===== src/rtl/idxadd_pkg.sv =====
package idxadd_pkg;
    parameter int unsigned DW = 8;
    localparam int unsigned AW = 2 * DW;

    typedef enum logic [2:0] {
        PH_FETCH = 3'd0,
        PH_ALO   = 3'd1,
        PH_AHI   = 3'd2,
        PH_READ  = 3'd3,
        PH_FIX   = 3'd4
    } phase_e;

    typedef struct packed {
        phase_e          ph;
        logic [AW-1:0]   pc;
        logic [DW-1:0]   ir;
        logic [DW-1:0]   acc;
        logic [DW-1:0]   idx;
        logic [DW-1:0]   tl;
        logic [DW-1:0]   th;
        logic [DW-1:0]   data;
        logic            carry;
        logic            flag;
        logic            pend;
    } seq_st_t;
endpackage


===== src/rtl/idxadd_alu.sv =====
module idxadd_alu #(
    parameter int unsigned W = 8
) (
    input  logic [W-1:0] a_i,
    input  logic [W-1:0] b_i,
    input  logic         ci_i,
    output logic [W-1:0] r_o,
    output logic         co_o
);
    logic [W:0] sum;
    always_comb begin
        sum  = {1'b0, a_i} + {1'b0, b_i} + {{W{1'b0}}, ci_i};
        r_o  = sum[W-1:0];
        co_o = sum[W];
    end
endmodule


===== src/rtl/idxadd_pcinc.sv =====
module idxadd_pcinc #(
    parameter int unsigned W = 16
) (
    input  logic [W-1:0] pc_i,
    output logic [W-1:0] pc_o
);
    always_comb pc_o = pc_i + {{(W-1){1'b0}}, 1'b1};
endmodule


===== src/rtl/idxadd_route.sv =====
module idxadd_route
    import idxadd_pkg::*;
(
    input  phase_e        ph_i,
    input  logic [AW-1:0] pc_i,
    input  logic [DW-1:0] tl_i,
    input  logic [DW-1:0] th_i,
    input  logic [DW-1:0] idx_i,
    input  logic [DW-1:0] acc_i,
    input  logic [DW-1:0] data_i,
    input  logic          carry_i,
    input  logic          flag_i,
    output logic [AW-1:0] addr_o,
    output logic [DW-1:0] a_o,
    output logic [DW-1:0] b_o,
    output logic          ci_o
);
    always_comb begin
        addr_o = pc_i;
        a_o    = '0;
        b_o    = '0;
        ci_o   = 1'b0;
        unique case (ph_i)
            PH_FETCH: begin
                a_o  = acc_i;
                b_o  = data_i;
                ci_o = carry_i;
            end
            PH_AHI: begin
                a_o = tl_i;
                b_o = idx_i;
            end
            PH_READ: begin
                addr_o = {th_i, tl_i};
                a_o    = th_i;
                ci_o   = flag_i;
            end
            PH_FIX: begin
                addr_o = {th_i, tl_i};
            end
            default: ;
        endcase
    end
endmodule


===== src/rtl/idxadd_seq.sv =====
module idxadd_seq
    import idxadd_pkg::*;
#(
    parameter logic [DW-1:0] OPC = 8'h7D
) (
    input  logic          clk,
    input  logic          rst,
    input  logic [AW-1:0] rst_pc,
    input  logic [DW-1:0] init_acc,
    input  logic [DW-1:0] init_idx,
    input  logic          init_carry,
    input  logic [DW-1:0] mem_rdata,
    output logic [AW-1:0] mem_addr,
    output logic [AW-1:0] pc_o,
    output logic [DW-1:0] ir_o,
    output logic [DW-1:0] acc_o,
    output logic          carry_o,
    output logic [2:0]    phase_o
);
    seq_st_t       st_d, st_q;
    logic [AW-1:0] pc_inc;
    logic [DW-1:0] alu_a, alu_b, alu_r;
    logic          alu_ci, alu_co;
    logic          fix_flag_q;

    idxadd_pcinc #(.W(AW)) u_pcinc (
        .pc_i (st_q.pc),
        .pc_o (pc_inc)
    );

    idxadd_route u_route (
        .ph_i    (st_q.ph),
        .pc_i    (st_q.pc),
        .tl_i    (st_q.tl),
        .th_i    (st_q.th),
        .idx_i   (st_q.idx),
        .acc_i   (st_q.acc),
        .data_i  (st_q.data),
        .carry_i (st_q.carry),
        .flag_i  (st_q.flag),
        .addr_o  (mem_addr),
        .a_o     (alu_a),
        .b_o     (alu_b),
        .ci_o    (alu_ci)
    );

    idxadd_alu #(.W(DW)) u_alu (
        .a_i  (alu_a),
        .b_i  (alu_b),
        .ci_i (alu_ci),
        .r_o  (alu_r),
        .co_o (alu_co)
    );

    always_comb begin
        st_d = st_q;
        unique case (st_q.ph)
            PH_FETCH: begin
                st_d.ir = mem_rdata;
                st_d.pc = pc_inc;
                if (st_q.pend) begin
                    st_d.acc   = alu_r;
                    st_d.carry = alu_co;
                end
                st_d.pend = 1'b0;
                st_d.ph   = PH_ALO;
            end
            PH_ALO: begin
                st_d.tl = mem_rdata;
                st_d.pc = pc_inc;
                st_d.ph = (st_q.ir == OPC) ? PH_AHI : PH_FETCH;
            end
            PH_AHI: begin
                st_d.th   = mem_rdata;
                st_d.tl   = alu_r;
                st_d.flag = alu_co;
                st_d.pc   = pc_inc;
                st_d.ph   = PH_READ;
            end
            PH_READ: begin
                st_d.data = mem_rdata;
                st_d.th   = alu_r;
                if (st_q.flag) begin
                    st_d.ph = PH_FIX;
                end else begin
                    st_d.ph   = PH_FETCH;
                    st_d.pend = 1'b1;
                end
            end
            PH_FIX: begin
                st_d.data = mem_rdata;
                st_d.ph   = PH_FETCH;
                st_d.pend = 1'b1;
            end
            default: st_d.ph = PH_FETCH;
        endcase

        if (rst) begin
            st_d.ph    = PH_FETCH;
            st_d.pc    = rst_pc;
            st_d.ir    = '0;
            st_d.acc   = init_acc;
            st_d.idx   = init_idx;
            st_d.tl    = '0;
            st_d.th    = '0;
            st_d.data  = '0;
            st_d.carry = init_carry;
            st_d.flag  = 1'b0;
            st_d.pend  = 1'b0;
        end
    end

    always_ff @(posedge clk) begin
        st_q <= st_d;
    end

    assign pc_o       = st_q.pc;
    assign ir_o       = st_q.ir;
    assign acc_o      = st_q.acc;
    assign carry_o    = st_q.carry;
    assign phase_o    = st_q.ph;
    assign fix_flag_q = st_q.flag;
endmodule


===== config.mk =====
export PLATFORM = sky130hd
export DESIGN_NAME = idxadd_seq
export DESIGN_NICKNAME = d
export VERILOG_FILES = /design/src/rtl/idxadd_pkg.sv /design/src/rtl/idxadd_alu.sv /design/src/rtl/idxadd_pcinc.sv /design/src/rtl/idxadd_route.sv /design/src/rtl/idxadd_seq.sv
export SDC_FILE = /design/constraint.sdc
export NUM_CORES = 1
export LEC_CHECK = 0
export ABC_AREA = 1
export BUFFER_PORTS_ARGS = -buffer_cell sky130_fd_sc_hd__buf_2
export CAP_MARGIN = 10
export CORE_MARGIN = 2
export CORE_UTILIZATION = 55
export CTS_CLUSTER_SIZE = 14
export DETAILED_ROUTE_END_ITERATION = 8
export PLACE_DENSITY = 0.81
export SLEW_MARGIN = 20
export SYNTH_ARGS = -nofsm -noshare
export SYNTH_HDL_FRONTEND = slang
export SYNTH_SLANG_ARGS = --single-unit

===== constraint.sdc =====
create_clock -name clk -period 3.05 [get_ports clk]
set_input_delay 0.305 -clock clk [delete_from_list [all_inputs] [get_ports clk]]
set_output_delay 0.305 -clock clk [all_outputs]
set_load 0.005 [all_outputs]

==> results of run 1 <==
## power by group
part / total (uW) / switching, uW / internal (uW)
logic: 350 / 207 / 144
clock network: 652 / 363 / 289
registers: 1100 / 51.7 / 1050
## path summary, 6_finish.rpt
| path | endpoint | cells past startpoint |
|---|---|---|
| worst max-delay path | acc_o[4] | 13 |
| worst min-delay path | st_q[27] | 1 |
| worst max register to register | acc_o[4] | 13 |
| worst min register to register | st_q[0] | 2 |
## final cells by class
cell class	instances	area (sq um)
fill	662	2660
inverter	82	313
clock inverter	7	40.0
multi-input combinational	333	1780
sequential	70	1730
clock buffer	9	124
tap	99	124
timing repair buffer	105	553
## metrics by stage
step	area (sq um)	std cells	hold WS (ns)
final	4670	705	0.118
after global routing	4670	705	0.111
after CTS	4640	702	0.120
after detailed placement	4480	686	0.475
after global placement	4480	686	0.449
after floorplan	4200	537	0.384
## timing repair
action,in CTS,in global routing
setup buffers,0,3
setup endpoints to repair,0,4
hold buffers,0,0
## Yosys cell counts
cell type / n
nand2_1: 123
o21a_1: 1
nor2_4: 1
nand2_2: 2
nand3b_1: 2
o22ai_1: 19
ha_1: 8
nand2_4: 3
a21oi_1: 21
buf_1: 4
o21ai_1: 12
inv_4: 2
dfxtp_1: 37
inv_2: 9
a21oi_2: 10
edfxtp_1: 33
nand3_1: 27
fa_1: 2
nand4_1: 3
nor3_1: 2
a22o_1: 10
buf_6: 5
xnor2_1: 2
o21ai_0: 36
clkbuf_1: 2
nor2_2: 2
o22ai_2: 1
o221ai_1: 5
nor3_2: 1
buf_2: 4
nand3_4: 1
a31oi_1: 4
nand3_2: 1
nor2_1: 29
inv_1: 71
buf_4: 37
xor2_1: 3
nor4_1: 2
## critical path: stages, from the launching register on
cell and delay, ns:
dfxtp_1 0.41, nor2_2 0.21, nand2_4 0.08, inv_4 0.18, a22o_1 0.18, inv_1 0.06, fa_1 0.45, fa_1 0.41
inv_1 0.07, nand2_1 0.07, a21oi_1 0.22, xor2_1 0.25, nand2_1 0.08, nand2_1 0.06
## cells in the final DEF (no fill, tap or decap), drive strengths merged
cell    instances
o221ai          5
a21oi          31
clkbuf          9
a22o           10
fa              2
edfxtp         33
nor3            3
buf           105
o21ai          48
inv            83
nand4           3
o21a            1
ha              8
nand2         128
nand3b          2
dfxtp          37
xor2            3
a31oi           4
clkinv          6
o22ai          20
nor4            2
nor2           32
nand3          29
xnor2           2
## cells by family after synthesis
| family | count (synthesis) | synth area share |
|---|---|---|
| and+or+nand+nor | 199 | 0.207 |
| buffers and inverters | 134 | 0.164 |
| AOI/OAI and AO/OA | 119 | 0.173 |
| DFF | 70 | 0.412 |
| adders and majority gates | 10 | 0.0333 |
| xor gates and xnor gates | 5 | 0.0104 |
## sequential cells by signal, summed over array words and instances (netlist names)
register / count
carry_o: 1
st_q: 33
phase_o: 3
pc_o: 16
fix_flag_q: 1
acc_o: 8
ir_o: 8
## metal layers
layer | GRT usage | vias to the layer above
met5 | 0 | -
met4 | 0.0619 | 0
met3 | 0.0556 | 15
met2 | 0.451 | 205
met1 | 0.337 | 1792
li1 | - | 1869
==> summary.txt, run 1 <==
Clocking
  • Clk_lat worst skew: 0.35 ns
  • CTS max path bufs: 2
  • TritonCTS Buffers: 9
  • # clock sinks: 70
  • H-tree depth: 3
  • Clock transition at path regs: 0.08 ns
  • CTS tree: built
  • Resize count post-CTS: 0
  • Clock Root Buffer: clkbuf_8

Floorplanning
  • Die width: 91.4 microns
  • Row cnt: 31
  • # IOs: 95
  • Starting density of the core: 0.573
  • Die H: about 90 microns
  • Die area: between 8000 and 9000 sq um
  • Core Footprint: 7330 sq um

Routing
  • Top sig layer: met4
  • Residual DRC: 0
  • Drt via density: 5.50
  • Met3 WL: ~1000 microns
  • Initial DRT Pass Iterations: 7
  • Sum of routed wire segments on met1: 4510 microns
  • Routed vias: 3881
  • Routed Antenna Nets: 0
  • Final wirelength: 10900 microns
  • WL/cell: 15.5 microns
  • Met2 wire length: about 5200 microns
  • DR iter-0 viols: 395

GRT
  • Largest net degree at the start of global routing: 55
  • Global route overflow: 0
  • Vias in the first global route: 3595
  • Initial antenna violation count: 0
  • GRT Total Usage: 0.262
  • Wire length of the first global-routing pass: ~17000 microns

STA
  • Max-slew violation count: 0
  • Unrepaired setup endpoints after global routing: false
  • Post-route worst setup slack: 0.195 ns
  • FMAX: between 0.3 and 0.4 GHz
  • Crit path time final: 2.85 ns
  • Worst-margin pin slew: 0.922 ns
  • Setup Skew: 0.00897 ns
  • Fin. Hold Viols: 0
  • Setup TNS: 0 ns
  • Setup-failing EPs final: 0
  • Final period util: 0.936
  • Worst rel slew slack: 0.384

Synth
  • Area contributors post-synth: edfxtp_1 24%, dfxtp_1 18%, nand2_1 11%
  • Synth Warn #: 0
  • Sequential area share after synthesis: 0.412
  • Top cell type's share of synthesized area: 0.236
  • Syn Nets: between 500 and 600
  • Synth area leader: edfxtp_1
  • #FFs+latches synth: 70
  • Distinct cells, synth: 38
  • Avg Inst Size Synth: roughly 7.8 sq um
  • Synthesized area: 4200 sq um
  • Gate Count Post-Synth: roughly 540

Worst setup path
  • Worst-path fanout max: 19
  • WS Path Type: reg2reg
  • CP startpoint: phase_o[0]
  • Worst setup EP type: flop
  • Setup slack, reg-to-reg: 0.20 ns
  • Critical Path AT: around 3 ns
  • Critical Path RT: 3.28 ns
  • Launching point of the worst reg2reg path: phase_o[0]
  • Worst setup SP type: flop

Power
  • VDD IR max: approximately 0.27 mV
  • Overall Power: 2110 uW
  • Leakage Power: 0.00214 uW
  • Pwr/cell area: 452 nW/um^2

Min path
  • Worst hold start: init_idx[0]
  • Hold Crit Class: in2reg

Placed design
  • Port bufs: between 90 and 100
  • Detailed Place HPWL: 7950 microns
  • GPL Wtd Cong: 0.933
  • Dpl ws: 0.184 ns

Cells and area
  • Final core utilization: 0.637
  • Nets: 654
  • Ratio of cells with drive above 1 in the final layout: 0.254
  • Layout area overhead: 11.0%
  • Number of diodes: 0

Job
  • Maxcap violations: 0

Run status
  • Status: complete, no violations
No activity file was read; power rests on OpenSTA's default activity.
==> inputs of run 2 (changes only) <==
--- a/config.mk
+++ b/config.mk
@@ -13,6 +13,7 @@
 export CTS_CLUSTER_SIZE = 14
 export DETAILED_ROUTE_END_ITERATION = 8
 export PLACE_DENSITY = 0.81
+export RECOVER_POWER = 100
 export SLEW_MARGIN = 20
 export SYNTH_ARGS = -nofsm -noshare
 export SYNTH_HDL_FRONTEND = slang
==> constraint.sdc (replaced) <==
create_clock -name clk -period 3.05 [get_ports clk]
set_input_delay 0.305 -clock clk [delete_from_list [all_inputs] [get_ports clk]]
set_output_delay 0.305 -clock clk [all_outputs]
set_load 0.05 [all_outputs]
==> run 2 against run 1 <==
Compared with the run above: die area is the same; utilization shrank 0.84 points; clock-buffer cell count is the same; combinational power grew 65%; fmax grew 1.6%; cell count shrank 0.28%; sequential power is essentially flat; hold slack gained 0.0077 ns; largest cell class unchanged.
==> summary.txt, run 2 (same netlist as run 1, synthesis figures left out) <==
Worst setup path
  • Critical Path AT: 3.02 ns (-0.06 ns)
  • Worst-path fanout max: 19 (unchanged)
  • Critical path's most frequent cell: nand2_1
  • Worst setup EP type: flop
  • Delay of the slowest critical-path stage: 0.45 ns (about the same)
  • Critical Path RT: 3.26 ns (-0.02 ns)
  • WS Path Type: reg2reg
  • Worst setup SP type: flop
  • Crit-path cells: nor2_2, nand2_4, inv_4, a22o_1, inv_1, fa_1, fa_1, inv_1, nand2_1, a21oi_2, xor2_1, nand2_1, nand2_1
  • Crit path max-delay cell type: fa_1

Cells and area
  • Fill count: 688 (+3.9%)
  • Final cell count without fillers: 703 (-0.28%)
  • Multi-input logic area: 1780 sq um (-0.35%)
  • Nets: 652 (-0.31%)
  • Commonest non-fill, non-tap cells in the layout: 124 x nand2_1, 74 x inv_1, 42 x buf_2
  • Reg with most FFs: st_q
  • Number of diodes: 0 (unchanged)
  • Ratio of cells with drive above 1 in the final layout: 0.180 (-0.0737)
  • Commonest non-fill, non-tap cell in the layout: nand2_1
  • Layout area overhead: 9.59%
  • Max reg flops: 33 (unchanged)
  • Register Area: 1730 sq um (unchanged)

Routing
  • Initial DRT Pass Iterations: 7 (unchanged)
  • Drt via density: 5.44 (-1.2%)
  • WL/cell: 15.2 microns (-1.4%)
  • Routed Antenna Nets: 0 (unchanged)
  • Routed vias: 3825 (-1.4%)
  • Residual DRC: 0 (unchanged)
  • DR iter-0 viols: 353 (-11%)
  • Final wirelength: 10700 microns (-1.7%)

Clocking
  • H-tree depth: 3 (unchanged)
  • CTS tree: built
  • Clock Root Buffer: clkbuf_8
  • Clock transition at path regs: 0.08 ns (about the same)
  • TritonCTS Buffers: 9 (unchanged)
  • CTS max path bufs: 2 (unchanged)
  • Clk_lat worst skew: 0.35 ns (about the same)
  • # clock sinks: 70 (unchanged)

Floorplanning
  • Starting density of the core: 0.573 (unchanged)
  • Die area: 8360 sq um (unchanged)
  • Row cnt: 31 (unchanged)
  • Die width: 91.4 microns (unchanged)
  • Core Footprint: 7330 sq um (unchanged)
  • # IOs: 95 (unchanged)
  • Die H: 91.4 microns (unchanged)

STA
  • Final period util: 0.921 (-0.0149)
  • Worst rel slew slack: 0.207 (-0.177)
  • Worst-margin pin slew: 1.19 ns (+0.268 ns)
  • Setup TNS: 0 ns (unchanged)
  • Fin. Hold Viols: 0 (unchanged)
  • FMAX: 0.356 GHz (+1.6%)
  • Setup Skew: 0.0118 ns (+0.00286 ns)
  • Max-slew violation count: 0 (unchanged)
  • Unrepaired setup endpoints after global routing: false
  • Setup-failing EPs final: 0 (unchanged)
  • Crit path time final: 2.81 ns (-0.0454 ns)

GRT
  • Vias in the first global route: 3534 (-1.7%)
  • Largest net degree at the start of global routing: 55 (unchanged)
  • Wire length of the first global-routing pass: 17200 microns (-0.56%)
  • Initial antenna violation count: 0 (unchanged)
  • Global route overflow: 0 (unchanged)
  • GRT Total Usage: 0.260 (-0.00212)

Power
  • VDD IR max: 0.308 mV (+14%)
  • Pwr/cell area: 516 nW/um^2 (+14%)
  • Leakage Power: 0.00202 uW (-5.9%)

Min path
  • Hold Crit Class: in2reg

Run status
  • Status: complete, no violations

Job
  • Maxcap violations: 0 (unchanged)

Placed design
  • Dpl cells: 685 (-0.15%)
  • Port bufs: 94 (unchanged)
  • GPL Wtd Cong: 0.937 (+0.41%)
  • Detailed Place HPWL: 7850 microns (-1.3%)
==> run 2: area by class of cell <==
class	instances	area share
timing repair buffer	103	0.105
inverter	82	0.0679
clock buffer	9	0.0269
sequential	70	0.376
clock inverter	7	0.0120
multi-input combinational	333	0.385
tap	99	0.0269
==> run 2: critical path: cells and delay by family (launching register included) <==
kind,cells,cell delay [ns]
flops,1,0.39
xor+xnor,1,0.25
buf+inv,3,0.32
compound gates,2,0.36
fa+ha+maj,2,0.87
simple gates,5,0.49
==> run 2: worst paths after layout <==
| kind | from | endpoint | slack, ns | depth (start not counted) |
|---|---|---|---|---|
| max | phase_o[0] | acc_o[4] | 0.24 | 13 |
| min | init_idx[1] | st_q[28] | 0.13 | 1 |
| max reg2reg | phase_o[0] | acc_o[4] | 0.24 | 13 |
| min reg2reg | st_q[0] | st_q[0] | 0.47 | 2 |
==> run 2: per-layer routing <==
| layer | global-route usage | share of wire | wire length (microns) |
|---|---|---|---|
| met1 | 0.350 | 0.42 | 4520 |
| met2 | 0.432 | 0.47 | 5060 |
| met3 | 0.0349 | 0.086 | 918 |
| met4 | 0.0859 | 0.021 | 222 |
| met5 | 0 | 0 | 0 |
==> run 2: what timing repair did <==
action                                 4_1_cts  5_1_grt
resized for setup                            0        1
buffers inserted                             0        2
setup endpoints to repair                    0        5
hold buffers                                 0        0
endpoints found under the hold margin        0        0
==> run 2: through the flow <==
stage	instance area (sq um)	worst slack [ns]	power (uW)	hold WS (ns)	util
after floorplan	4200	0.418	1600	0.384	-
after global placement	4470	0.291	1700	0.447	0.610
after detailed placement	4470	0.171	1710	0.461	0.610
after CTS	4650	0.139	2390	0.116	0.635
after global routing	4610	0.00852	2470	0.116	0.628
final	4610	0.241	2380	0.126	0.628
==> run 2: where the power goes <==
part | internal (uW) | switching, uW
Clock | 304 | 391
Combinational | 131 | 448
Sequential | 1050 | 51.7
==> inputs of run 3 (changes only) <==
--- a/config.mk
+++ b/config.mk
@@ -9,7 +9,7 @@
 export BUFFER_PORTS_ARGS = -buffer_cell sky130_fd_sc_hd__buf_2
 export CAP_MARGIN = 10
 export CORE_MARGIN = 2
-export CORE_UTILIZATION = 55
+export CORE_UTILIZATION = 56
 export CTS_CLUSTER_SIZE = 14
 export DETAILED_ROUTE_END_ITERATION = 8
 export PLACE_DENSITY = 0.81
@@ -17,4 +17,5 @@
 export SLEW_MARGIN = 20
 export SYNTH_ARGS = -nofsm -noshare
 export SYNTH_HDL_FRONTEND = slang
+export SYNTH_HIERARCHICAL = 1
 export SYNTH_SLANG_ARGS = --single-unit
==> run 3 against run 2 <==
Compared with the run above: sequential cell count unchanged; sequential share of layout area down 2.7 points; non-clock buffer count unchanged; design area up 8.0%; clock skew up 0.0012 ns; die area up 9.0%; wire length up 17%; clock power up 7.2%; register-to-register slack better by 0.15 ns; synthesized cell count up 15%; hold slack worse by 0.0087 ns; first-iteration DRC count up 13%; critical path type is now reg2out; critical endpoint is now mem_addr[10]; largest power group unchanged; highest routed layer unchanged.
==> summary.txt, run 3 <==
Routing
  • WL/cell: 16.0 microns (+4.8%)
  • Routed Antenna Nets: 0 (unchanged)
  • DR iter-0 viols: 400 (+13%)
  • Drt via density: 5.62 (+3.2%)
  • Initial DRT Pass Iterations: 5 (-2)
  • Routed vias: 4393 (+15%)
  • Final wirelength: 12500 microns (+17%)
  • Residual DRC: 0 (unchanged)

Cells and area
  • Reg with most FFs: st_q
  • Ratio of cells with drive above 1 in the final layout: 0.167 (-0.0136)
  • Multi-input logic area: 2280 sq um (+28%)
  • Register Area: 1730 sq um (+0.14%)
  • Layout area overhead: 6.25%
  • Final core utilization: 0.609 (-0.0198)
  • Number of diodes: 0 (unchanged)
  • Max reg flops: 33 (unchanged)
  • Fill count: 780 (+13%)
  • Commonest non-fill, non-tap cell in the layout: nand2_1
  • Post-Layout Inst Area: 4970 sq um (+8.0%)
  • Commonest non-fill, non-tap cells in the layout: 156 x nand2_1, 76 x nand3_1, 71 x nor2_1
  • Nets: 725 (+11%)

Synth
  • Synth area leader: edfxtp_1
  • Most frequent cells after synthesis: 150 x nand2_1, 74 x nand3_1, 67 x nor2_1
  • Avg Inst Size Synth: 7.59 sq um (-3.0%)
  • Most common cell in the netlist: nand2_1
  • Post-synth EDFFs: 33 (unchanged)
  • Syn Nets: 670 (+14%)
  • Top cell type's share of synthesized area: 0.212 (-0.0241)
  • Synthesized area: 4680 sq um (+11%)
  • Gate Count Post-Synth: 617 (+15%)
  • Synth Warn #: 6 (+6)
  • Area contributors post-synth: edfxtp_1 21%, dfxtp_1 16%, nand2_1 12%
  • #FFs+latches synth: 70 (unchanged)
  • Distinct cells, synth: 40 (+5.3%)
  • Ys async rst share: 0 (unchanged)
  • Sequential area share after synthesis: 0.370 (-0.0422)
  • Synth Flop Type: dfxtp_1

Clocking
  • Post-CTS Hold Buffers: 0 (unchanged)
  • Clock Root Buffer: clkbuf_8
  • CTS tree: built
  • CTS max path bufs: 2 (unchanged)
  • Setup Buffers After CTS: 0 (unchanged)
  • TritonCTS Buffers: 9 (unchanged)
  • Clock transition at path regs: 0.08 ns (about the same)
  • # clock sinks: 70 (unchanged)
  • Clk_lat worst skew: 0.36 ns (about the same)
  • H-tree depth: 3 (unchanged)
  • Resize count post-CTS: 0 (unchanged)

Worst setup path
  • Worst setup EP type: output port
  • Crit-path cells: buf_4, o21ai_1, nand3_1, nand2_1, clkbuf_1
  • Delay-heaviest family, CP: compound AO/OA/AOI/OAI gates
  • Worst-path fanout max: 16 (-3)
  • Worst setup SP type: flop
  • Crit path max-delay cell type: o21ai_1
  • Critical Path RT: 2.74 ns (-0.52 ns)
  • Worst Path Buf+Inv: 2 (-1)
  • WS Path Type: reg2out
  • Delay of the slowest critical-path stage: 0.70 ns (+0.25 ns)
  • Critical Path AT: 2.42 ns (-0.60 ns)

Floorplanning
  • Die area: 9110 sq um (+9.0%)
  • # IOs: 95 (unchanged)
  • Row cnt: 33 (+6.5%)
  • Die width: 95.4 microns (+4.4%)
  • Core Footprint: 8180 sq um (+12%)
  • Starting density of the core: 0.573 (-0.000609)
  • Die H: 95.4 microns (+4.4%)

STA
  • Crit path time final: 2.72 ns (-0.0859 ns)
  • Worst-margin pin slew: 0.882 ns (-0.309 ns)
  • Max-slew violation count: 0 (unchanged)
  • Final hold slack: 0.117 ns (-0.00870 ns)
  • Setup TNS: 0 ns (unchanged)
  • Setup-failing EPs final: 0 (unchanged)
  • Final period util: 0.893 (-0.0282)
  • Setup Skew: 0.0130 ns (+0.00117 ns)
  • FMAX: 0.367 GHz (+3.2%)
  • Post-route worst setup slack: 0.327 ns (+0.0859 ns)
  • Unrepaired setup endpoints after global routing: false
  • Fin. Hold Viols: 0 (unchanged)
  • Worst rel slew slack: 0.408 (+0.202)

Power
  • Leakage Power: 0.00225 uW (+11%)
  • Pwr/cell area: 505 nW/um^2 (-2.2%)
  • VDD IR max: 0.234 mV (-24%)

Placed design
  • Dpl ws: 0.208 ns (+0.0375 ns)
  • Post-DP Area: 4930 sq um (+10%)
  • GPL Wtd Cong: 0.970 (+3.5%)
  • Port bufs: 94 (unchanged)
  • Detailed Place HPWL: 9260 microns (+18%)

GRT
  • Wire length of the first global-routing pass: 19500 microns (+14%)
  • Global route overflow: 0 (unchanged)
  • Initial antenna violation count: 0 (unchanged)
  • Vias in the first global route: 4058 (+15%)
  • Largest net degree at the start of global routing: 53 (-3.6%)
  • GRT Total Usage: 0.278 (+0.0179)

Run status
  • Status: complete, no violations

Min path
  • Hold Crit Class: in2reg

Job
  • Maxcap violations: 0 (unchanged)
==> run 3: changes by cell type after synthesis, moves of 19 or more <==
cell and change:
inv_1 -38, nand4_1 +21, nand2_1 +27, nor2_1 +38, o22ai_1 -19, nand3_1 +47
==> run 3: kinds of logic (layout without fill, tap and decap cells) <==
family / after synthesis / count (layout) / synth area share
xor gates and xnor gates: 10 / 10 / 0.0187
DFF: 70 / 70 / 0.370
and+or+nand+nor: 370 / 370 / 0.393
AOI/OAI and AO/OA: 56 / 56 / 0.0649
buffers and inverters: 101 / 161 / 0.124
adders and majority gates: 10 / 10 / 0.0299
==> run 3: metrics by stage <==
step | instances | total power [uW]
after floorplan | 617 | 1690
after global placement | 766 | 1790
after detailed placement | 766 | 1810
after CTS | 782 | 2540
after global routing | 782 | 2610
final | 782 | 2510
==> run 3: layer usage <==
layer	wire length, microns	up-vias	share of wire	track usage
met4	608	0	0.049	0.140
li1	-	2122	-	-
met1	4880	1973	0.39	0.320
met3	1000	58	0.080	0.0561
met2	6010	240	0.48	0.488
met5	0	-	0	0
==> run 3: where the power goes <==
group	total (uW)	internal [uW]	switching, uW
registers	1130	1060	74.2
logic	636	151	486
clock network	745	367	378
==> run 3: cell type report <==
cell class / count / area share
tap: 105 / 0.0264
timing repair buffer: 103 / 0.0948
clock inverter: 4 / 0.00578
clock buffer: 12 / 0.0335
inverter: 42 / 0.0324
multi-input combinational: 446 / 0.459
sequential: 70 / 0.349
==> run 3: worst paths after layout <==
path	slack, ns	start	end	depth (start not counted)
worst min register to register	0.50	st_q[0]	st_q[0]	2
worst min-delay path	0.12	init_idx[2]	st_q[29]	1
worst max register to register	0.39	phase_o[1]	st_q[23]	13
worst max-delay path	0.33	phase_o[0]	mem_addr[10]	5
